<file path="src/rtl/audio_ser_tx_pkg.sv">
package audio_ser_tx_pkg;
  typedef enum logic {
    FMT_LJ  = 1'b0,
    FMT_I2S = 1'b1
  } fmt_e;
endpackage

</file>
<file path="src/rtl/strap_sampler.sv">
module strap_sampler #(
  parameter int unsigned WIN = 16
) (
  input  logic                     clk_i,
  input  logic                     rst_ni,
  input  logic                     pad_i,
  output logic                     done_o,
  output audio_ser_tx_pkg::fmt_e   fmt_o
);
  import audio_ser_tx_pkg::*;
  localparam int unsigned CW = (WIN > 1) ? $clog2(WIN) : 1;

  logic [CW-1:0] cnt_q;
  logic          done_q;
  fmt_e          fmt_q;

  always_ff @(posedge clk_i or negedge rst_ni) begin
    if (!rst_ni) begin
      cnt_q  <= '0;
      done_q <= 1'b0;
      fmt_q  <= FMT_LJ;
    end else if (!done_q) begin
      if (cnt_q == CW'(WIN - 1)) begin
        done_q <= 1'b1;
        fmt_q  <= pad_i ? FMT_I2S : FMT_LJ;
      end else begin
        cnt_q <= cnt_q + 1'b1;
      end
    end
  end

  assign done_o = done_q;
  assign fmt_o  = fmt_q;


  fmt_locked_chk: assert property (@(posedge clk_i) disable iff (!rst_ni)
    done_q |=> (done_q && $stable(fmt_q)));
endmodule

</file>
<file path="src/rtl/frame_tracker.sv">
module frame_tracker #(
  parameter int unsigned SLOT_W = 32,
  localparam int unsigned PW    = $clog2(SLOT_W + 1)
) (
  input  logic                   clk_i,
  input  logic                   rst_ni,
  input  logic                   en_i,
  input  logic                   sclk_i,
  input  logic                   lrck_i,
  input  audio_ser_tx_pkg::fmt_e fmt_i,
  output logic                   fall_o,
  output logic                   start_o,
  output logic                   left_o,
  output logic [PW-1:0]          pos_o,
  output logic                   synced_o
);
  import audio_ser_tx_pkg::*;

  logic          sclk_q, lrck_last_q, synced_q;
  logic [PW-1:0] pos_q, pos_nxt;
  logic          fall, trans;

  assign fall  = sclk_q & ~sclk_i & en_i;
  assign trans = fall & (lrck_i != lrck_last_q);

  always_comb begin
    if (trans)                      pos_nxt = '0;
    else if (pos_q == PW'(SLOT_W))  pos_nxt = pos_q;
    else                            pos_nxt = pos_q + 1'b1;
  end

  always_ff @(posedge clk_i or negedge rst_ni) begin
    if (!rst_ni) begin
      sclk_q      <= 1'b0;
      lrck_last_q <= 1'b0;
      synced_q    <= 1'b0;
      pos_q       <= PW'(SLOT_W);
    end else begin
      sclk_q <= sclk_i;
      if (sclk_q && !sclk_i) lrck_last_q <= lrck_i;
      if (fall) begin
        pos_q    <= pos_nxt;
        synced_q <= synced_q | trans;
      end
    end
  end

  assign fall_o   = fall;
  assign start_o  = trans;
  assign left_o   = (fmt_i == FMT_I2S) ? ~lrck_i : lrck_i;
  assign pos_o    = pos_nxt;
  assign synced_o = synced_q | trans;


  pos_bound_chk: assert property (@(posedge clk_i) disable iff (!rst_ni)
    pos_q <= PW'(SLOT_W));

  idle_until_window_chk: assert property (@(posedge clk_i) disable iff (!rst_ni)
    !en_i |=> !synced_q);
endmodule

</file>
<file path="src/rtl/word_shifter.sv">
module word_shifter #(
  parameter int unsigned WORD_W = 24,
  parameter int unsigned SLOT_W = 32,
  localparam int unsigned PW    = $clog2(SLOT_W + 1)
) (
  input  logic                   clk_i,
  input  logic                   rst_ni,
  input  logic                   fall_i,
  input  logic                   start_i,
  input  logic                   left_i,
  input  logic [PW-1:0]          pos_i,
  input  logic                   synced_i,
  input  audio_ser_tx_pkg::fmt_e fmt_i,
  input  logic [WORD_W-1:0]      pend_l_i,
  input  logic [WORD_W-1:0]      pend_r_i,
  output logic                   sdo_o
);
  import audio_ser_tx_pkg::*;

  logic [WORD_W-1:0] act_l_q, act_r_q, word, shifted;
  logic [PW-1:0]     idx;
  logic              load, hit, bit_val, sdo_q;

  assign load = start_i & left_i;
  assign word = left_i ? (load ? pend_l_i : act_l_q) : act_r_q;

  // I2S delays the MSB by one slot position
  always_comb begin
    if (fmt_i == FMT_I2S) begin
      hit = (pos_i != '0) && (pos_i <= PW'(WORD_W));
      idx = pos_i - 1'b1;
    end else begin
      hit = (pos_i < PW'(WORD_W));
      idx = pos_i;
    end
    shifted = word << idx;
    bit_val = hit & shifted[WORD_W-1];
  end

  always_ff @(posedge clk_i or negedge rst_ni) begin
    if (!rst_ni) begin
      act_l_q <= '0;
      act_r_q <= '0;
      sdo_q   <= 1'b0;
    end else if (fall_i) begin
      if (load) begin
        act_l_q <= pend_l_i;
        act_r_q <= pend_r_i;
      end
      sdo_q <= synced_i & bit_val;
    end
  end

  assign sdo_o = sdo_q;


  sdo_on_fall_chk: assert property (@(posedge clk_i) disable iff (!rst_ni)
    !fall_i |=> $stable(sdo_q));

  pair_at_boundary_chk: assert property (@(posedge clk_i) disable iff (!rst_ni)
    !load |=> ($stable(act_l_q) && $stable(act_r_q)));
endmodule

</file>
<file path="src/rtl/audio_ser_tx.sv">
module audio_ser_tx #(
  parameter int unsigned WORD_W       = 24,
  parameter int unsigned SLOT_W       = 32,
  parameter int unsigned STRAP_CYCLES = 16,
  localparam int unsigned PW          = $clog2(SLOT_W + 1)
) (
  input  logic              clk_i,
  input  logic              rst_ni,
  input  logic              sclk_i,
  input  logic              lrck_i,
  input  logic [WORD_W-1:0] smp_l_i,
  input  logic [WORD_W-1:0] smp_r_i,
  input  logic              smp_valid_i,
  input  logic              sdo_pad_i,
  output logic              sdo_o,
  output logic              sdo_oe_o
);
  import audio_ser_tx_pkg::*;

  logic              done, fall, start, left, synced;
  logic [PW-1:0]     pos;
  fmt_e              fmt;
  logic [WORD_W-1:0] pend_l_q, pend_r_q;

  always_ff @(posedge clk_i or negedge rst_ni) begin
    if (!rst_ni) begin
      pend_l_q <= '0;
      pend_r_q <= '0;
    end else if (smp_valid_i) begin
      pend_l_q <= smp_l_i;
      pend_r_q <= smp_r_i;
    end
  end

  strap_sampler #(.WIN(STRAP_CYCLES)) u_strap (
    .clk_i  (clk_i),
    .rst_ni (rst_ni),
    .pad_i  (sdo_pad_i),
    .done_o (done),
    .fmt_o  (fmt)
  );

  frame_tracker #(.SLOT_W(SLOT_W)) u_track (
    .clk_i    (clk_i),
    .rst_ni   (rst_ni),
    .en_i     (done),
    .sclk_i   (sclk_i),
    .lrck_i   (lrck_i),
    .fmt_i    (fmt),
    .fall_o   (fall),
    .start_o  (start),
    .left_o   (left),
    .pos_o    (pos),
    .synced_o (synced)
  );

  word_shifter #(.WORD_W(WORD_W), .SLOT_W(SLOT_W)) u_shift (
    .clk_i    (clk_i),
    .rst_ni   (rst_ni),
    .fall_i   (fall),
    .start_i  (start),
    .left_i   (left),
    .pos_i    (pos),
    .synced_i (synced),
    .fmt_i    (fmt),
    .pend_l_i (pend_l_q),
    .pend_r_i (pend_r_q),
    .sdo_o    (sdo_o)
  );

  assign sdo_oe_o = done;


  oe_sticky_chk: assert property (@(posedge clk_i) disable iff (!rst_ni)
    sdo_oe_o |=> sdo_oe_o);

  quiet_when_off_chk: assert property (@(posedge clk_i) disable iff (!rst_ni)
    !sdo_oe_o |-> !sdo_o);
endmodule

</file>
<file path="config.mk">
export PLATFORM = sky130hd
export DESIGN_NAME = audio_ser_tx
export DESIGN_NICKNAME = d
export VERILOG_FILES = /design/src/rtl/audio_ser_tx_pkg.sv /design/src/rtl/strap_sampler.sv /design/src/rtl/frame_tracker.sv /design/src/rtl/word_shifter.sv /design/src/rtl/audio_ser_tx.sv
export SDC_FILE = /design/constraint.sdc
export NUM_CORES = 1
export LEC_CHECK = 0
export BUFFER_PORTS_ARGS = -buffer_cell sky130_fd_sc_hd__buf_2
export CELL_PAD_IN_SITES_DETAIL_PLACEMENT = 0
export CELL_PAD_IN_SITES_GLOBAL_PLACEMENT = 1
export CORE_AREA = 4 4 119 121
export DETAILED_ROUTE_END_ITERATION = 10
export DIE_AREA = 0 0 123 125
export PLACE_DENSITY_LB_ADDON = 0.1
export SYNTH_ARGS = -nofsm -noshare
export SYNTH_HDL_FRONTEND = slang
export SYNTH_SLANG_ARGS = --single-unit
export TNS_END_PERCENT = 10
</file>
<file path="constraint.sdc">
create_clock -name clk_i -period 3.65 [get_ports clk_i]
set_input_delay 0.5475 -clock clk_i [delete_from_list [all_inputs] [get_ports clk_i]]
set_output_delay 0.5475 -clock clk_i [all_outputs]
set_load 0.05 [all_outputs]
</file>
==> results of run 1 <==
per-layer routing:
layer	up-vias	GRT usage [%]	wire, um
met3	8	4.29	415
met1	1876	23.4	5640
met4	0	3.58	91
met2	63	26.5	5790
li1	1810	-	-
met5	-	0	0
worst max-delay path: stages (launching register included):
cell       delay [ps]
dfrtp_1           440
inv_1              80
ha_1              210
nand4bb_4         160
o21ai_0           380
nand3_4           110
ha_1              310
nand2b_1          120
o21a_1            250
buf_4             180
a31oi_1            40
a211oi_1          200
a21oi_1            70
a211o_1           310
a311o_1           300
cells by family after synthesis:
kind of cell	count (synthesis)	synth area share, %
mux	105	21.8
compound gates	85	11.3
simple gates	114	10.5
flops	112	50.7
buf+inv	36	2.58
fa+ha+maj	5	1.13
xor+xnor	10	1.92
path summary, 6_finish.rpt:
check | to | slack, ps
worst min register to register | u_track.synced_q | 480
max in group asynchronous | u_shift.act_r_q[10] | 2770
min in group clk_i | u_track.sclk_q | 330
worst max register to register | u_shift.sdo_o | 370
worst min-delay path | u_strap.cnt_q[0] | 120
worst max-delay path | u_shift.sdo_o | 370
flip-flops by register name, summed over array words and instances, names as in the netlist:
| signal | flops |
|---|---|
| u_strap.fmt_o | 1 |
| u_strap.cnt_q | 4 |
| pend_l_q | 24 |
| pend_r_q | 24 |
| u_track.synced_q | 1 |
| u_strap.done_o | 1 |
| u_shift.act_l_q | 24 |
| u_shift.act_r_q | 24 |
| u_shift.sdo_o | 1 |
| u_track.sclk_q | 1 |
| u_track.pos_q | 6 |
| u_track.lrck_last_q | 1 |
report_power, final:
part / total [W] / internal, W / switching [W]
Clock: 0.000946 / 0.000475 / 0.000471
Combinational: 0.00111 / 0.000565 / 0.000549
Sequential: 0.00167 / 0.00150 / 0.000175
cells in the mapped netlist (4+ instances only):
master	count	area [sq um]
mux2_2	93	1050
o32a_1	8	80.1
nor3_1	9	45.0
nand3_1	13	65.1
or2_2	5	31.3
o21ai_0	17	85.1
inv_1	7	26.3
nand2b_1	6	37.5
a21oi_1	10	50.1
buf_1	7	26.3
nand2_1	38	143
clkbuf_1	18	67.6
mux2i_1	9	90.1
a31oi_1	5	31.3
dfrtp_1	111	2780
nor2b_1	4	25.0
xnor2_1	4	35.0
xor2_1	5	43.8
nor2_1	22	82.6
o221a_2	5	56.3
ha_1	5	62.6
o22ai_1	8	50.1
and2_1	4	25.0
through the flow:
| stage | utilization [%] | instances | cell area [sq um] |
|---|---|---|---|
| final | 48.4 | 700 | 6330 |
| after global routing | 48.4 | 700 | 6330 |
| after CTS | 48.4 | 700 | 6330 |
| after detailed placement | 46.2 | 684 | 6040 |
| after global placement | 46.2 | 684 | 6040 |
| after floorplan | - | 467 | 5530 |
cell type report:
cell class	instances	area, sq um
tap	176	220
clock inverter	7	63.8
multi-input combinational	319	2590
sequential	112	2800
clock buffer	9	225
timing repair buffer	70	403
inverter	7	26.3
fill	1221	6760
==> results.py, run 1 <==
metrics = {
    "detailed_routing": {
        "ant_nets": 0,
        "route.vias.total": 3757,
        "avgRoutedWirePerCell_um": 17.1,
        "drt-total-wl_um": 11900,
        "firstDrtPassIters": 4,
        "vias_per_cell": 5.37,
        "drc": 0,
        "first_iter_violations": 206,
    },
    "power_and_ir_drop": {
        "power.density_nw_per_um2": 589,
        "p_total_w": 0.00373,
        "p_leak_nw": 2.66,
        "peakVddDrop_mv": 0.353,
    },
    "clock_tree": {
        "cts_resized": 0,
        "cts-root-buf": "clkbuf_16",
        "clock_sinks": 112,
        "clk_path_buf_depth": 2,
        "holdBufCountCts": 0,
        "insertion_delay_ps": 350,
        "numCtsBuffers": 9,
        "clk_pin_slew_ps": 70,
        "post_cts_buffers": 0,
        "htree_levels": 3,
        "tritoncts": "built",
    },
    "min_path": {
        "hold_class": "primary input to async pin",
    },
    "worst_setup_path": {
        "crit_start": "u_track.pos_q[1]",
        "worstPathMaxFanout": 7,
        "reg2regPathDepth": 14,
        "critPathKind": "flip-flop to flip-flop",
        "critPathLaunchType": "flip-flop",
        "critPathCaptureType": "flip-flop",
        "worstPathArrival_ps": 3520,
        "worstReg2RegStart": "u_track.pos_q[1]",
        "cp.required_ps": 3890,
    },
    "sta": {
        "clock_skew_ps": 6.82,
        "finalSetupViolCount": 0,
        "fin_crit_ps": 3280,
        "post-route-period-util_pct": 90.0,
        "tns_ps": 0,
        "setup_ws_ps": 365,
        "slew_headroom_pct": 32.9,
        "worst_hold_slack_ps": 119,
        "finalHoldViolations": 0,
        "rsz0062_at_grt": "false",
        "tightest_slew_ps": 1010,
        "slew_violations": 0,
        "max_freq_mhz": 304,
    },
    "global_routing": {
        "antenna_found_initial": 0,
        "grt_max_degree": 86,
        "grt_overflow_total": 0,
        "first_global_vias": 3933,
        "grt_pass1_wl_um": 20400,
        "grt_usage_pct": 16.8,
    },
    "die": {
        "dieArea_sq_um": 15400,
        "io_pins": 56,
        "die_w_um": 123,
        "initial_core_util_pct": 42.2,
        "die_h_um": 125,
        "core_area_sq_um": 13100,
        "fp-row-count": 42,
    },
    "synthesis": {
        "yosys_warnings": 0,
        "syn_area_sq_um": 5530,
        "ys_types": 60,
        "yosys_register_bits": 112,
        "syn_avg_cell_area_sq_um": 11.8,
        "synth_edf_count": 0,
        "synthCells": 467,
        "ys.flop_type": "dfrtp_1",
        "syn_nets": 526,
        "yosysSeqAreaShare_pct": 50.7,
        "async_flop_share_pct": 100,
    },
    "job": {
        "cap_violations": 0,
    },
    "place": {
        "post-place-ws_ps": 370,
        "port_buffers": 55,
        "place_congestion": 0.780,
        "dp_hpwl_um": 8540,
    },
    "final_layout": {
        "syn2layout_area_growth_pct": 14.5,
        "n_antenna_cell": 0,
        "final_common_cell": "dfrtp_1",
        "drive_above_1_share_pct": 38.4,
        "final_cell_mix": "dfrtp_1, mux2_2, buf_2, nand2_1, nor2_1",
        "finalNetCount": 578,
    },
    "outcome": {
        "status": "finished, final reports clean",
    },
}
Note: power is estimated with default switching activity, not from simulation.
==> run 2, diff against run 1 <==
--- a/config.mk
+++ b/config.mk
@@ -11,7 +11,7 @@
 export CORE_AREA = 4 4 119 121
 export DETAILED_ROUTE_END_ITERATION = 10
 export DIE_AREA = 0 0 123 125
-export PLACE_DENSITY_LB_ADDON = 0.1
+export PLACE_DENSITY_LB_ADDON = 0.25
 export SYNTH_ARGS = -nofsm -noshare
 export SYNTH_HDL_FRONTEND = slang
 export SYNTH_SLANG_ARGS = --single-unit
==> run 2 against run 1 <==
- worst setup slack worse by 120 ps
- clock skew rose by 4.9 ps
- count of clock-buffer cells in the layout up 1
- clock power increased by 12%
- power rose by 3.1%
- cell area grew 0.51%
- via count increased by 1.7%
- wire length rose by 0.14%
- die area is the same
- combinational power barely moved
- largest cell class unchanged
- highest routed layer unchanged
==> results.py, run 2 (synthesis gave the netlist of run 1 again) <==
metrics = {
    "detailed_routing": {
        "drt-met1-wl_um": 5560,
        "dr_wl_met3_um": 512,
        "drc": 0,
        "vias_per_cell": 5.48,
        "firstDrtPassIters": 4,
        "first_iter_violations": 255,
        "ant_nets": 0,
        "drt-total-wl_um": 12000,
        "route.met2.wl_um": 5720,
        "top_layer_used": "met4",
        "avgRoutedWirePerCell_um": 17.1,
        "route.vias.total": 3822,
    },
    "worst_setup_path": {
        "cp_common_cell": "ha_1",
        "worstReg2RegStart": "u_track.pos_q[0]",
        "crit_start": "u_track.pos_q[0]",
        "reg2regPathDepth": 14,
        "path_buf_inv": 2,
        "critPathLaunchType": "flip-flop",
        "crit_slowest_cell": "dfrtp_1",
        "reg2reg_slack_ps": 250,
        "critPathKind": "flip-flop to flip-flop",
        "cp.required_ps": 3890,
        "critPathMaxStageDelay_ps": 520,
        "critPathCaptureType": "flip-flop",
        "crit_chain": "inv_1 -> ha_1 -> nand4bb_4 -> o21ai_0 -> nand3_4 -> ha_1 -> nand2b_1 -> o21a_1 -> buf_4 -> a31oi_1 -> a211oi_1 -> a21oi_1 -> a211o_1 -> a311o_1",
        "crit_cells": 14,
        "worstPathArrival_ps": 3650,
        "worstPathMaxFanout": 12,
        "critical_path.endpoint": "u_shift.sdo_o",
        "path_delay_family": "compound AO/OA/AOI/OAI gates",
        "r2r-end": "u_shift.sdo_o",
    },
    "sta": {
        "finalHoldViolations": 0,
        "fin_crit_ps": 3400,
        "rsz0062_at_grt": "false",
        "tns_ps": 0,
        "max_freq_mhz": 294,
        "clock_skew_ps": 11.7,
        "slew_violations": 0,
        "slew_headroom_pct": 30.1,
        "post-route-period-util_pct": 93.3,
        "tightest_slew_ps": 1050,
        "finalSetupViolCount": 0,
    },
    "outcome": {
        "status": "finished, final reports clean",
    },
    "global_routing": {
        "antenna_found_initial": 0,
        "grt_max_degree": 71,
        "grt_usage_pct": 16.7,
        "grt_pass1_wl_um": 20300,
        "grt_overflow_total": 0,
        "first_global_vias": 3916,
    },
    "final_layout": {
        "stdcell_count": 698,
        "final_cell_area_sq_um": 6360,
        "syn2layout_area_growth_pct": 15.1,
        "n_antenna_cell": 0,
        "final_cell_mix": "dfrtp_1, mux2_2, buf_2, nand2_1, nor2_1",
        "nFillCells": 1194,
        "finalNetCount": 577,
        "final_common_cell": "dfrtp_1",
        "drive_above_1_share_pct": 37.9,
    },
    "die": {
        "die_w_um": 123,
        "die_h_um": 125,
        "io_pins": 56,
        "initial_core_util_pct": 42.2,
        "dieArea_sq_um": 15400,
        "core_area_sq_um": 13100,
        "fp-row-count": 42,
    },
    "power_and_ir_drop": {
        "power.density_nw_per_um2": 604,
        "p_switching_w": 0.00118,
        "p_comb_share_pct": 28.6,
        "p_leak_nw": 2.67,
        "internal_power_w": 0.00266,
        "power_frac_clock_pct": 27.6,
        "peakVddDrop_mv": 0.356,
        "seq_power_share_pct": 43.7,
        "switching_share_pct": 30.7,
    },
    "clock_tree": {
        "cts_resized": 0,
        "cts-root-buf": "clkbuf_16",
        "htree_levels": 3,
        "holdBufCountCts": 0,
        "clock_sinks": 112,
        "insertion_delay_ps": 360,
        "clk_path_buf_depth": 2,
        "post_cts_buffers": 0,
        "numCtsBuffers": 9,
        "clk_pin_slew_ps": 80,
        "tritoncts": "built",
    },
    "place": {
        "place_congestion": 0.845,
        "dp.cells": 683,
        "port_buffers": 55,
        "postPlaceCellArea_sq_um": 6040,
        "dp_hpwl_um": 8360,
    },
    "job": {
        "cap_violations": 0,
    },
    "min_path": {
        "hold_class": "primary input to async pin",
    },
}
## run 2: worst min path at each step
stage / endpoint / depth (start not counted)
6_report: pend_l_q[7] / 1
4_1_cts: u_track.sclk_q / 1
5_1_grt: u_track.sclk_q / 1
3_3_place_gp: u_track.synced_q / 1
2_1_floorplan: pend_l_q[0] / 0
3_5_place_dp: u_track.synced_q / 1
## run 2: layer usage
layer | global-route usage, % | up-vias
met5 | 0 | -
met4 | 5.08 | 0
met3 | 3.93 | 11
met2 | 26.1 | 83
met1 | 23.1 | 1917
li1 | - | 1811
## run 2: final cells by class
type | count | area (sq um) | area share, %
sequential | 112 | 2800 | 44.1
tap | 176 | 220 | 3.46
timing repair buffer | 69 | 408 | 6.41
clock inverter | 5 | 87.6 | 1.38
multi-input combinational | 319 | 2590 | 40.7
clock buffer | 10 | 229 | 3.60
inverter | 7 | 26.3 | 0.413
## run 2: power by group through the flow
stage | combinational [W] | sequential (W) | clock (W)
after detailed placement | 0.00111 | 0.00170 | 0
after global placement | 0.00109 | 0.00170 | 0
final | 0.00110 | 0.00168 | 0.00106
after floorplan | 0.000825 | 0.00164 | 0
after global routing | 0.00123 | 0.00171 | 0.00114
after CTS | 0.00111 | 0.00168 | 0.00109
## run 2: stage by stage
| step | utilization (%) | hold slack, ps | total power (W) | setup slack [ps] |
|---|---|---|---|---|
| final | 48.6 | 326 | 0.00384 | 245 |
| after global placement | 46.2 | 450 | 0.00278 | 403 |
| after floorplan | - | 252 | 0.00246 | 192 |
| after global routing | 48.6 | 324 | 0.00409 | 27.5 |
| after CTS | 48.6 | 319 | 0.00388 | 285 |
| after detailed placement | 46.2 | 462 | 0.00281 | 301 |
==> run 3, diff against run 2 <==
--- a/config.mk
+++ b/config.mk
@@ -8,11 +8,12 @@
 export BUFFER_PORTS_ARGS = -buffer_cell sky130_fd_sc_hd__buf_2
 export CELL_PAD_IN_SITES_DETAIL_PLACEMENT = 0
 export CELL_PAD_IN_SITES_GLOBAL_PLACEMENT = 1
-export CORE_AREA = 4 4 119 121
+export CORE_AREA = 4 4 117 119
 export DETAILED_ROUTE_END_ITERATION = 10
-export DIE_AREA = 0 0 123 125
+export DIE_AREA = 0 0 121 123
 export PLACE_DENSITY_LB_ADDON = 0.25
 export SYNTH_ARGS = -nofsm -noshare
 export SYNTH_HDL_FRONTEND = slang
+export SYNTH_HIERARCHICAL = 1
 export SYNTH_SLANG_ARGS = --single-unit
 export TNS_END_PERCENT = 10
==> run 3 against run 2 <==
- sequential cell count did not move
- largest power group unchanged
- cell count fell by 9.0%
- worst setup slack improved by 89 ps
- global-route usage fell by 1.4 points
==> results.py, run 3 <==
metrics = {
    "synthesis": {
        "yosys_register_bits": 112,
        "ys_top_cells_by_area": "dfrtp_1, mux2_2, mux2_1, mux2_4, mux4_2",
        "yosysSeqAreaShare_pct": 51.0,
        "syn_nets": 457,
        "syn_avg_cell_area_sq_um": 13.8,
        "syn_area_sq_um": 5500,
        "synth_most_common_cell": "dfrtp_1",
        "synth_edf_count": 0,
        "synth_commonest_cells": "dfrtp_1, mux2_2, mux2_1",
        "synthCells": 398,
        "yosys_warnings": 6,
        "ys.flop_type": "dfrtp_1",
        "ys_types": 60,
        "async_flop_share_pct": 100,
        "synth_top_cell_area_share_pct": 50.5,
        "yosysTopAreaCell": "dfrtp_1",
    },
    "clock_tree": {
        "clock_sinks": 112,
        "post_cts_buffers": 0,
        "numCtsBuffers": 9,
        "clk_path_buf_depth": 2,
        "cts_resized": 0,
        "insertion_delay_ps": 350,
        "holdBufCountCts": 0,
        "clk_pin_slew_ps": 70,
        "cts-root-buf": "clkbuf_16",
        "tritoncts": "built",
        "htree_levels": 3,
    },
    "die": {
        "fp-row-count": 41,
        "initial_core_util_pct": 43.7,
        "dieArea_sq_um": 14900,
        "io_pins": 56,
        "die_h_um": 123,
        "die_w_um": 121,
        "core_area_sq_um": 12600,
    },
    "sta": {
        "rsz0062_at_grt": "false",
        "tns_ps": 0,
        "fin_crit_ps": 3320,
        "finalHoldViolations": 0,
        "setup_ws_ps": 334,
        "slew_headroom_pct": 36.3,
        "clock_skew_ps": 7.70,
        "max_freq_mhz": 302,
        "tightest_slew_ps": 956,
        "finalSetupViolCount": 0,
        "post-route-period-util_pct": 90.8,
        "slew_violations": 0,
    },
    "job": {
        "cap_violations": 0,
    },
    "worst_setup_path": {
        "worstReg2RegStart": "u_track/pos_q[1]",
        "r2r-end": "u_shift/sdo_o",
        "worstPathArrival_ps": 3540,
        "critPathCaptureType": "flip-flop",
        "critPathKind": "flip-flop to flip-flop",
        "worstPathMaxFanout": 5,
        "reg2reg_slack_ps": 330,
        "critPathLaunchType": "flip-flop",
        "reg2regPathDepth": 14,
        "cp.required_ps": 3870,
    },
    "place": {
        "place_congestion": 0.786,
        "dp_hpwl_um": 7400,
        "post-place-ws_ps": 48.7,
        "port_buffers": 55,
        "dp.cells": 620,
    },
    "detailed_routing": {
        "firstDrtPassIters": 4,
        "route.vias.total": 3317,
        "first_iter_violations": 122,
        "drt-total-wl_um": 10600,
        "drc": 0,
        "vias_per_cell": 5.22,
        "avgRoutedWirePerCell_um": 16.6,
        "ant_nets": 0,
    },
    "global_routing": {
        "grt_overflow_total": 0,
        "grt_max_degree": 60,
        "grt_usage_pct": 15.3,
        "first_global_vias": 3462,
        "grt_pass1_wl_um": 17900,
        "antenna_found_initial": 0,
    },
    "power_and_ir_drop": {
        "power.density_nw_per_um2": 562,
        "p_leak_nw": 2.85,
        "peakVddDrop_mv": 0.443,
    },
    "min_path": {
        "hold_class": "primary input to async pin",
    },
    "final_layout": {
        "multi_input_area_sq_um": 2570,
        "drive_above_1_share_pct": 41.7,
        "seqCellArea_sq_um": 2800,
        "final_common_cell": "dfrtp_1",
        "finalNetCount": 518,
        "n_antenna_cell": 0,
        "stdcell_count": 635,
        "nFillCells": 1086,
        "final_cell_mix": "dfrtp_1, mux2_2, buf_2, mux2_1, mux2_4",
        "syn2layout_area_growth_pct": 14.8,
    },
    "outcome": {
        "status": "finished, final reports clean",
    },
}
run 3: changes by cell type after synthesis, moves of 7 or more:
cell      previous run  this run
mux4_2               3        11
nor3_1               9         2
mux2_4               0        21
mux2_1               0        33
mux2_2              93        58
nand2_1             38        10
o32a_1               8         0
nand3_1             13         6
clkbuf_1            18         8
run 3: per-layer routing:
metal	global-route usage [%]	wire [um]	up-vias	share of wire, %
met3	4.39	410	10	3.9
met1	20.5	4980	1674	47
met5	0	0	-	0
met2	24.6	5050	52	48
li1	-	-	1581	-
met4	4.04	114	0	1.1
run 3: where the power goes:
group,internal [W],leakage (nW),switching [W]
clock,0.000486,0.141,0.000450
sequential,0.00144,1.37,0.000128
combinational,0.000560,1.33,0.000481
total,0.00249,2.85,0.00106
run 3: layout make-up:
cell class	instances	area share, %
timing repair buffer	71	6.50
clock inverter	5	0.615
sequential	112	44.4
multi-input combinational	255	40.7
clock buffer	10	3.79
tap	172	3.41
inverter	10	0.595
run 3: worst max path at each step:
| stage | cells past startpoint | slack [ps] | endpoint | start |
|---|---|---|---|---|
| 4_1_cts | 14 | 30 | u_shift/sdo_o | u_track/pos_q[1] |
| 3_3_place_gp | 14 | 160 | u_shift/sdo_o | u_track/pos_q[1] |
| 3_5_place_dp | 14 | 50 | u_shift/sdo_o | u_track/pos_q[1] |
| 5_1_grt | 12 | 60 | u_shift/sdo_o | u_track/pos_q[1] |
| 2_1_floorplan | 14 | 290 | u_shift/sdo_o | u_track/pos_q[0] |
| 6_report | 14 | 330 | u_shift/sdo_o | u_track/pos_q[1] |
run 3: cell families after synthesis:
kind of cell / synth area share (%)
multiplexers: 30.3
adder cells (fa/ha/maj): 1.14
AO/OA/AOI/OAI: 5.92
AND/OR/NAND/NOR: 6.69
flip-flops: 51.0
XOR/XNOR: 2.03
buffers and inverters: 2.96
run 3: metrics by stage:
step / utilization, % / power [W] / cell area (sq um) / hold slack, ps
floorplan: - / 0.00230 / 5500 / 252
global placement: 47.8 / 0.00258 / 6000 / 449
detailed placement: 47.8 / 0.00261 / 6000 / 454
CTS: 50.0 / 0.00356 / 6280 / 294
global route: 50.2 / 0.00377 / 6310 / 302
finish: 50.2 / 0.00355 / 6310 / 269
run 3: worst max-delay path, stage by stage (launching register included):
cell      delay (ps)
dfrtp_1          430
inv_1             90
ha_1             150
nor4b_4          210
nand2_1          130
xnor2_1          150
nor2_2           250
inv_1            100
ha_1             360
nand2_1          120
o21ai_2          130
buf_4            160
mux4_2           490
a211oi_1         270
o221ai_1         150
